[src/rtl/dring_pkg.sv]
package dring_pkg;

    localparam int DESC_BYTES = 8;

    // flag bit positions inside the descriptor flags byte
    localparam int FLG_EOT    = 6;
    localparam int FLG_CMD    = 3;
    localparam int FLG_LOCK   = 2;
    localparam int FLG_UNLOCK = 1;

    // control word bit positions
    localparam int CTL_EN  = 1;
    localparam int CTL_DIR = 3;
    localparam int CTL_SYS = 5;

    typedef enum logic [2:0] {
        SEL_CTRL  = 3'd0,
        SEL_PRST  = 3'd1,
        SEL_BASE  = 3'd2,
        SEL_SIZE  = 3'd3,
        SEL_EVENT = 3'd4
    } cfg_sel_e;

    typedef struct packed {
        logic [7:0]  flags;
        logic [7:0]  rsvd;
        logic [15:0] len;
        logic [31:0] addr;
    } desc_t;

    typedef enum logic [1:0] {
        W_IDLE  = 2'd0,
        W_CHECK = 2'd1,
        W_ISSUE = 2'd2
    } walk_state_e;

endpackage

[src/rtl/dring_store.sv]
module dring_store
    import dring_pkg::*;
#(
    parameter int DEPTH = 16,
    localparam int IDXW = $clog2(DEPTH)
) (
    input  logic            clk,
    input  logic            rst_n,
    input  logic            wr_en,
    input  logic [IDXW-1:0] wr_idx,
    input  desc_t           wr_data,
    input  logic            rd_en,
    input  logic [IDXW-1:0] rd_idx,
    output desc_t           rd_data
);

    desc_t mem [DEPTH];
    desc_t rd_d, rd_q;

    always_ff @(posedge clk) begin
        if (wr_en) begin
            mem[wr_idx] <= wr_data;
        end
    end

    always_comb begin
        rd_d = rd_q;
        if (rd_en) begin
            rd_d = mem[rd_idx];
        end
    end

    always_ff @(posedge clk or negedge rst_n) begin
        if (!rst_n) begin
            rd_q <= '0;
        end else begin
            rd_q <= rd_d;
        end
    end

    assign rd_data = rd_q;

endmodule

[src/rtl/dring_regs.sv]
module dring_regs
    import dring_pkg::*;
#(
    parameter int DEPTH = 16,
    parameter int OFS_W = 16,
    localparam int IDXW = $clog2(DEPTH)
) (
    input  logic             clk,
    input  logic             rst_n,
    input  logic             cfg_we,
    input  logic [2:0]       cfg_sel,
    input  logic [31:0]      cfg_wdata,
    input  logic [OFS_W-1:0] cur_ofs,
    output logic             pipe_en,
    output logic             pipe_dir,
    output logic             pipe_sys,
    output logic             pipe_rst,
    output logic [IDXW-1:0]  base_idx,
    output logic [OFS_W-1:0] size_mask,
    output logic [OFS_W-1:0] fin_ofs,
    output logic             ev_reject
);

    localparam int               RING_MAX = DEPTH * DESC_BYTES;
    localparam logic [OFS_W-1:0] STEP     = OFS_W'(DESC_BYTES);
    localparam logic [OFS_W-1:0] ALIGN    = ~OFS_W'(DESC_BYTES - 1);

    typedef struct packed {
        logic             en;
        logic             dir;
        logic             sys;
        logic             prst;
        logic [IDXW-1:0]  base;
        logic [OFS_W-1:0] size;
        logic [OFS_W-1:0] fin;
        logic             rej;
    } regs_t;

    regs_t            r_d, r_q;
    logic [OFS_W-1:0] mask;
    logic [OFS_W-1:0] ev;
    logic [OFS_W-1:0] nfin;

    function automatic logic size_ok(input logic [31:0] w);
        return (w >= 32'd8) && (w <= 32'(RING_MAX)) && ((w & (w - 32'd1)) == 32'd0);
    endfunction

    always_comb begin
        r_d     = r_q;
        r_d.rej = 1'b0;
        mask    = r_q.size - OFS_W'(1);
        ev      = cfg_wdata[OFS_W-1:0] & mask & ALIGN;
        nfin    = (ev + STEP) & mask;
        if (cfg_we) begin
            case (cfg_sel_e'(cfg_sel))
                SEL_CTRL: begin
                    r_d.en  = cfg_wdata[CTL_EN];
                    r_d.dir = cfg_wdata[CTL_DIR];
                    r_d.sys = cfg_wdata[CTL_SYS];
                end
                SEL_PRST: r_d.prst = cfg_wdata[0];
                SEL_BASE: r_d.base = cfg_wdata[IDXW+2:3];
                SEL_SIZE: begin
                    if (size_ok(cfg_wdata)) begin
                        r_d.size = cfg_wdata[OFS_W-1:0];
                    end
                end
                SEL_EVENT: begin
                    if (!r_q.prst) begin
                        if (nfin == cur_ofs) begin
                            r_d.rej = 1'b1;
                        end else begin
                            r_d.fin = nfin;
                        end
                    end
                end
                default: ;
            endcase
        end
        if (r_q.prst) begin
            r_d.fin = '0;
        end
    end

    always_ff @(posedge clk or negedge rst_n) begin
        if (!rst_n) begin
            r_q      <= '0;
            r_q.size <= OFS_W'(RING_MAX);
        end else begin
            r_q <= r_d;
        end
    end

    assign pipe_en   = r_q.en;
    assign pipe_dir  = r_q.dir;
    assign pipe_sys  = r_q.sys;
    assign pipe_rst  = r_q.prst;
    assign base_idx  = r_q.base;
    assign size_mask = r_q.size - OFS_W'(1);
    assign fin_ofs   = r_q.fin;
    assign ev_reject = r_q.rej;

endmodule

[src/rtl/dring_walker.sv]
module dring_walker
    import dring_pkg::*;
#(
    parameter int DEPTH = 16,
    parameter int OFS_W = 16,
    localparam int IDXW = $clog2(DEPTH)
) (
    input  logic             clk,
    input  logic             rst_n,
    input  logic             pipe_en,
    input  logic             pipe_dir,
    input  logic             pipe_sys,
    input  logic             pipe_rst,
    input  logic [IDXW-1:0]  base_idx,
    input  logic [OFS_W-1:0] size_mask,
    input  logic [OFS_W-1:0] fin_ofs,
    input  desc_t            rd_data,
    output logic             rd_en,
    output logic [IDXW-1:0]  rd_idx,
    input  logic             req_ready,
    output logic             req_valid,
    output logic [31:0]      req_addr,
    output logic [15:0]      req_len,
    output logic [7:0]       req_flags,
    output logic             req_dir,
    output logic [OFS_W-1:0] cur_ofs,
    output logic             irq_done,
    output logic             irq_empty,
    output logic             irq_xfer_end,
    output logic             irq_err
);

    localparam logic [OFS_W-1:0] STEP = OFS_W'(DESC_BYTES);

    typedef struct packed {
        walk_state_e      st;
        logic [OFS_W-1:0] cur;
        logic [31:0]      addr;
        logic [15:0]      len;
        logic [7:0]       flags;
        logic             dir;
        logic             done;
        logic             empty;
        logic             xend;
        logic             err;
    } walk_t;

    walk_t            w_d, w_q;
    logic [OFS_W-1:0] nxt_ofs;
    logic             bad;

    assign rd_idx = base_idx + w_q.cur[IDXW+2:3];

    always_comb begin
        w_d       = w_q;
        w_d.done  = 1'b0;
        w_d.empty = 1'b0;
        w_d.xend  = 1'b0;
        w_d.err   = 1'b0;
        rd_en     = 1'b0;
        nxt_ofs   = (w_q.cur + STEP) & size_mask;
        bad       = (rd_data.flags[FLG_LOCK] && rd_data.flags[FLG_UNLOCK])
                 || (rd_data.flags[FLG_EOT] && rd_data.flags[FLG_CMD])
                 || (rd_data.len == 16'd0)
                 || (rd_data.rsvd != 8'd0);
        case (w_q.st)
            W_IDLE: begin
                if (pipe_en && pipe_sys && (w_q.cur != fin_ofs)) begin
                    rd_en  = 1'b1;
                    w_d.st = W_CHECK;
                end
            end
            W_CHECK: begin
                if (bad) begin
                    w_d.err   = 1'b1;
                    w_d.cur   = nxt_ofs;
                    w_d.empty = (nxt_ofs == fin_ofs);
                    w_d.st    = W_IDLE;
                end else begin
                    w_d.addr  = rd_data.addr;
                    w_d.len   = rd_data.len;
                    w_d.flags = rd_data.flags;
                    w_d.dir   = pipe_dir;
                    w_d.st    = W_ISSUE;
                end
            end
            W_ISSUE: begin
                if (req_ready) begin
                    w_d.done  = 1'b1;
                    w_d.xend  = w_q.flags[FLG_EOT];
                    w_d.cur   = nxt_ofs;
                    w_d.empty = (nxt_ofs == fin_ofs);
                    w_d.st    = W_IDLE;
                end
            end
            default: w_d.st = W_IDLE;
        endcase
        if (pipe_rst) begin
            w_d   = '0;
            rd_en = 1'b0;
        end
    end

    always_ff @(posedge clk or negedge rst_n) begin
        if (!rst_n) begin
            w_q <= '0;
        end else begin
            w_q <= w_d;
        end
    end

    assign req_valid    = (w_q.st == W_ISSUE);
    assign req_addr     = w_q.addr;
    assign req_len      = w_q.len;
    assign req_flags    = w_q.flags;
    assign req_dir      = w_q.dir;
    assign cur_ofs      = w_q.cur;
    assign irq_done     = w_q.done;
    assign irq_empty    = w_q.empty;
    assign irq_xfer_end = w_q.xend;
    assign irq_err      = w_q.err;

endmodule

[src/rtl/dring_engine.sv]
module dring_engine
    import dring_pkg::*;
#(
    parameter int DEPTH = 16,
    parameter int OFS_W = 16,
    localparam int IDXW = $clog2(DEPTH)
) (
    input  logic             clk,
    input  logic             rst_n,
    input  logic             cfg_we,
    input  logic [2:0]       cfg_sel,
    input  logic [31:0]      cfg_wdata,
    input  logic             dmem_we,
    input  logic [IDXW-1:0]  dmem_idx,
    input  logic [63:0]      dmem_wdata,
    output logic             req_valid,
    input  logic             req_ready,
    output logic [31:0]      req_addr,
    output logic [15:0]      req_len,
    output logic [7:0]       req_flags,
    output logic             req_dir,
    output logic [OFS_W-1:0] cur_ofs,
    output logic             ev_reject,
    output logic             irq_done,
    output logic             irq_empty,
    output logic             irq_xfer_end,
    output logic             irq_err
);

    logic             pipe_en;
    logic             pipe_dir;
    logic             pipe_sys;
    logic             pipe_rst;
    logic [IDXW-1:0]  base_idx;
    logic [OFS_W-1:0] size_mask;
    logic [OFS_W-1:0] fin_ofs;
    logic             rd_en;
    logic [IDXW-1:0]  rd_idx;
    desc_t            rd_data;

    dring_regs #(.DEPTH(DEPTH), .OFS_W(OFS_W)) u_regs (
        .clk       (clk),
        .rst_n     (rst_n),
        .cfg_we    (cfg_we),
        .cfg_sel   (cfg_sel),
        .cfg_wdata (cfg_wdata),
        .cur_ofs   (cur_ofs),
        .pipe_en   (pipe_en),
        .pipe_dir  (pipe_dir),
        .pipe_sys  (pipe_sys),
        .pipe_rst  (pipe_rst),
        .base_idx  (base_idx),
        .size_mask (size_mask),
        .fin_ofs   (fin_ofs),
        .ev_reject (ev_reject)
    );

    dring_store #(.DEPTH(DEPTH)) u_store (
        .clk     (clk),
        .rst_n   (rst_n),
        .wr_en   (dmem_we),
        .wr_idx  (dmem_idx),
        .wr_data (desc_t'(dmem_wdata)),
        .rd_en   (rd_en),
        .rd_idx  (rd_idx),
        .rd_data (rd_data)
    );

    dring_walker #(.DEPTH(DEPTH), .OFS_W(OFS_W)) u_walker (
        .clk          (clk),
        .rst_n        (rst_n),
        .pipe_en      (pipe_en),
        .pipe_dir     (pipe_dir),
        .pipe_sys     (pipe_sys),
        .pipe_rst     (pipe_rst),
        .base_idx     (base_idx),
        .size_mask    (size_mask),
        .fin_ofs      (fin_ofs),
        .rd_data      (rd_data),
        .rd_en        (rd_en),
        .rd_idx       (rd_idx),
        .req_ready    (req_ready),
        .req_valid    (req_valid),
        .req_addr     (req_addr),
        .req_len      (req_len),
        .req_flags    (req_flags),
        .req_dir      (req_dir),
        .cur_ofs      (cur_ofs),
        .irq_done     (irq_done),
        .irq_empty    (irq_empty),
        .irq_xfer_end (irq_xfer_end),
        .irq_err      (irq_err)
    );

endmodule

[config.mk]
export PLATFORM = sky130hd
export DESIGN_NAME = dring_engine
export DESIGN_NICKNAME = d
export VERILOG_FILES = /design/src/rtl/dring_pkg.sv /design/src/rtl/dring_store.sv /design/src/rtl/dring_regs.sv /design/src/rtl/dring_walker.sv /design/src/rtl/dring_engine.sv
export SDC_FILE = /design/constraint.sdc
export NUM_CORES = 1
export LEC_CHECK = 0
export ABC_AREA = 0
export BUFFER_PORTS_ARGS = -buffer_cell sky130_fd_sc_hd__buf_2
export CORE_MARGIN = 2
export CORE_UTILIZATION = 45
export CTS_CLUSTER_SIZE = 24
export DETAILED_ROUTE_END_ITERATION = 7
export GPL_TIMING_DRIVEN = 0
export PLACE_DENSITY = 0.58
export SLEW_MARGIN = 20
export SYNTH_ARGS = -nofsm -noshare
export SYNTH_HDL_FRONTEND = slang
export SYNTH_SLANG_ARGS = --single-unit
export TNS_END_PERCENT = 5
[constraint.sdc]
create_clock -name clk -period 6.69 [get_ports clk]
set_input_delay 0.669 -clock clk [delete_from_list [all_inputs] [get_ports clk]]
set_output_delay 0.669 -clock clk [all_outputs]
set_load 0.01 [all_outputs]
==> flow_metrics.tcl <==
set metrics [dict create \
    status "completed" \
    io_buffers 184 \
    first_pass_iters 5 \
    synth_warnings 0 \
    drive_above_1_share_pct 25.5 \
    synth_flop_cell "edfxtp_1" \
    gp_congestion 0.896 \
    hp-class "input pin to register" \
    globalRouteOverflowTotal 0 \
    cp.arrival_ns 5.05 \
    peakVddDrop_mv 0.200 \
    seq_area_frac_synth_pct 73.0 \
    grt_max_degree 83 \
    final_max_slew_viol_count 0 \
    cpMaxStageDelayCell "nor4_1" \
    worst_slack_ns 2.25 \
    reg2reg_slack_ns 2.25 \
    path_buf_inv 2 \
    clock-skew-final_ns 0.0325 \
    powerDensity_mw_per_mm2 366 \
    syn_nets 2924 \
    synth_cell_types 70 \
    start_kind "register" \
    die_area_mm2 0.110 \
    via_per_inst 5.67 \
    avgSynthCellArea_um2 17.3 \
    worstReg2RegStart "u_regs.r_q[21]$_DFFE_PN0P_" \
    r2r_cells 12 \
    std_cell_rows 120 \
    die_w_um 332 \
    maxSlewHeadroom_pct 29.2 \
    cap_violations 0 \
    power_mw 20.7 \
    whs_ns 0.284 \
    cts.sinks 1208 \
    fmax_mhz 225 \
    leakage_nw 20.1 \
    pre_cts_ws_ns 2.41 \
    hold_buffers 1 \
    antenna_found_initial 14 \
    synth_area_mm2 0.0484 \
    synth_edf_count 1024 \
    cts_buffer_depth 3 \
    worstMarginPinSlew_ns 1.06 \
    period_share_pct 66.4 \
    period_needed_ns 4.44 \
    path_max_fanout 10 \
    core_area_mm2 0.107 \
    synth_seq_cells 1208 \
    crit_top_cell "nor4_2" \
    clkSlewWorstSetupHoldPaths_ns 0.06 \
    drtIter0Drc 2334 \
    cts-root-buf "clkbuf_16" \
    ant_nets 0 \
    cts_tree "done" \
    hold_depth 2 \
    grt_pass1_vias 27700 \
    cts_setup_buffers 0 \
    holdPathEnd "u_regs.pipe_en$_DFFE_PN0P_" \
    ios 187 \
    met1_length_um 51700 \
    vias 26700 \
    worst-setup-path-type "register to register" \
    async_flop_share_pct 15.2 \
    dr_wl_met2_um 60100 \
    placedCellCount 4478 \
    insertion_delay_ns 0.71 \
    cp_slowest_stage_delay_ns 0.63 \
    routed.top_layer "met5" \
    place_hpwl_um 82800 \
    instances_no_fill 4714 \
    wl_per_cell_um 26.1 \
    min_from "cfg_wdata[1]" \
    setup-tns-final_ns 0 \
    cp_cell_sequence "buf_6, nor4_2, nand4b_1, a21o_1, nor4_1, mux2_2, xnor2_1, nand2_1, nor4_2, clkbuf_2, o21ai_0, a21oi_1" \
    nNetsFinal 3316 \
    grt_pass1_wl_um 182000 \
    drc_errors 0 \
    setup_viol 0 \
    cp.required_ns 7.30 \
    area_delta_synth_final_pct 16.9 \
    hold_viol_final 0 \
    r2r_end "u_regs.fin_ofs[10]$_DFFE_PN0P_" \
    wl_met3_um 7940 \
    h-tree-depth 3 \
    die_y_um 332 \
    cp-end-kind "register" \
    drt-total-wl_um 123000 \
    cts_buffers 120 \
    cts_resized 0 \
    path_delay_family "simple AND/OR/NAND/NOR gates" \
    grt_usage_pct 22.3 \
    grt_setup_unrepaired "false" \
    start_util_pct 45.3 \
    syn-instance-count 2806 \
]
cells in the final DEF (no fill, tap or decap), types with 8 or more instances in the layout:
cell	synthesis	final
clkbuf_1	113	137
nor2_1	54	42
nor4b_1	8	8
clkbuf_2	1	15
xnor2_1	32	31
nor4_1	17	17
xor2_1	38	37
clkbuf_16	0	121
buf_16	0	26
nor3_1	19	15
a22o_1	57	57
nand2b_1	10	10
nand4_1	17	17
buf_12	0	18
clkinv_2	0	27
buf_1	37	30
nand2_1	295	295
nand3_1	218	218
and3_1	11	11
mux4_2	256	256
dfrtp_1	183	183
a21oi_1	32	32
edfxtp_1	1024	1024
and2_1	21	21
buf_4	72	107
ha_1	9	9
inv_1	81	81
clkbuf_8	0	13
o21ai_0	89	89
clkinv_1	0	19
bufinv_16	0	9
mux2_2	15	15
buf_2	1	185
nor2_4	0	12
final cells by class:
cell class / count / area, um^2
plain buffers: 226 / 1150
fillers: 8648 / 50300
well taps: 1403 / 1760
flip-flops and latches: 1208 / 35400
clock buffers: 166 / 3330
clock inverters: 64 / 579
multi-input cells: 1291 / 11700
diodes: 5 / 12.5
repair buffers: 270 / 2350
inverters: 81 / 304
metal layers:
metal	vias to the layer above	global-route usage, %
li1	11600	-
met1	13900	30.7
met2	961	36.7
met3	195	3.60
met4	8	6.59
met5	-	0
power by group:
group / total [mW] / leakage [nW] / internal [mW] / switching [mW]
combinational: 5.37 / 6.47 / 2.34 / 3.03
clock: 6.66 / 1.93 / 3.82 / 2.84
sequential: 8.71 / 11.7 / 8.51 / 0.199
worst register-to-register path, stage by stage, from the launching register on:
cell,delay (ns)
dfrtp_1,0.38
buf_6,0.14
nor4_2,0.60
nand4b_1,0.36
a21o_1,0.26
nor4_1,0.63
mux2_2,0.47
xnor2_1,0.15
nand2_1,0.15
nor4_2,0.55
clkbuf_2,0.37
o21ai_0,0.12
a21oi_1,0.18
cells by family after synthesis:
kind of cell / Yosys count / share of synthesized area [%]
flops: 1208 / 73.0
mux: 277 / 12.4
simple gates: 719 / 7.10
compound gates: 215 / 2.98
fa+ha+maj: 10 / 0.274
buf+inv: 307 / 2.97
xor+xnor: 70 / 1.27
registers in the layout (all words and copies together), names as in the netlist, 2 cells and up:
| signal | flops |
|---|---|
| u_walker.req_flags | 8 |
| u_walker.cur_ofs | 16 |
| u_walker.req_len | 16 |
| u_walker.w_q | 2 |
| u_store.rd_data | 64 |
| u_store.mem | 1024 |
| u_regs.r_q | 16 |
| u_walker.req_addr | 32 |
| u_regs.base_idx | 4 |
| u_regs.fin_ofs | 16 |
worst max path at each step:
| stage | from | end | depth (start not counted) |
|---|---|---|---|
| 2_1_floorplan | dmem_idx[2] | u_store.mem[0][0]$_DFFE_PP_ | 2 |
| 3_3_place_gp | dmem_idx[2] | u_store.mem[0][51]$_DFFE_PP_ | 3 |
| 3_5_place_dp | u_regs.r_q[17]$_DFFE_PN0P_ | u_regs.fin_ofs[4]$_DFFE_PN0P_ | 13 |
| 4_1_cts | u_regs.r_q[21]$_DFFE_PN0P_ | u_regs.fin_ofs[10]$_DFFE_PN0P_ | 12 |
| 5_1_grt | u_regs.r_q[20]$_DFFE_PN0P_ | u_regs.fin_ofs[4]$_DFFE_PN0P_ | 12 |
| 6_report | u_regs.r_q[21]$_DFFE_PN0P_ | u_regs.fin_ofs[10]$_DFFE_PN0P_ | 12 |
metrics by stage:
stage	area (um^2)	util [%]
after detailed placement	52600	49.2
final	56600	52.9
after global routing	56600	52.9
after CTS	56600	52.9
after floorplan	48400	-
after global placement	51100	47.8
cells in the mapped netlist, drive strengths merged, types with 3 or more instances:
| cell type | count | share of area (%) |
|---|---|---|
| a21oi | 33 | 0.35 |
| a21o | 4 | 0.062 |
| o21ai | 89 | 0.92 |
| nor4 | 19 | 0.27 |
| and4 | 4 | 0.078 |
| nand2b | 10 | 0.13 |
| nor3b | 7 | 0.11 |
| and2 | 22 | 0.29 |
| a22o | 57 | 1.0 |
| buf | 112 | 1.5 |
| nor3 | 22 | 0.27 |
| a2111oi | 3 | 0.054 |
| nor2b | 7 | 0.090 |
| mux4 | 256 | 12 |
| mux2 | 15 | 0.35 |
| mux2i | 6 | 0.12 |
| nor4b | 8 | 0.14 |
| inv | 81 | 0.63 |
| edfxtp | 1024 | 64 |
| o21a | 4 | 0.062 |
| nand4 | 17 | 0.22 |
| nand3b | 6 | 0.093 |
| or3 | 7 | 0.090 |
| a211oi | 3 | 0.057 |
| xnor2 | 32 | 0.58 |
| dfrtp | 183 | 9.5 |
| or4 | 7 | 0.12 |
| nand4b | 3 | 0.054 |
| a21boi | 3 | 0.047 |
| xor2 | 38 | 0.69 |
| and3 | 11 | 0.14 |
| nand3 | 218 | 2.3 |
| ha | 9 | 0.23 |
| clkbuf | 114 | 0.89 |
| nor2 | 54 | 0.42 |
| nand2 | 295 | 2.3 |
No activity file was read; power rests on OpenSTA's default activity.
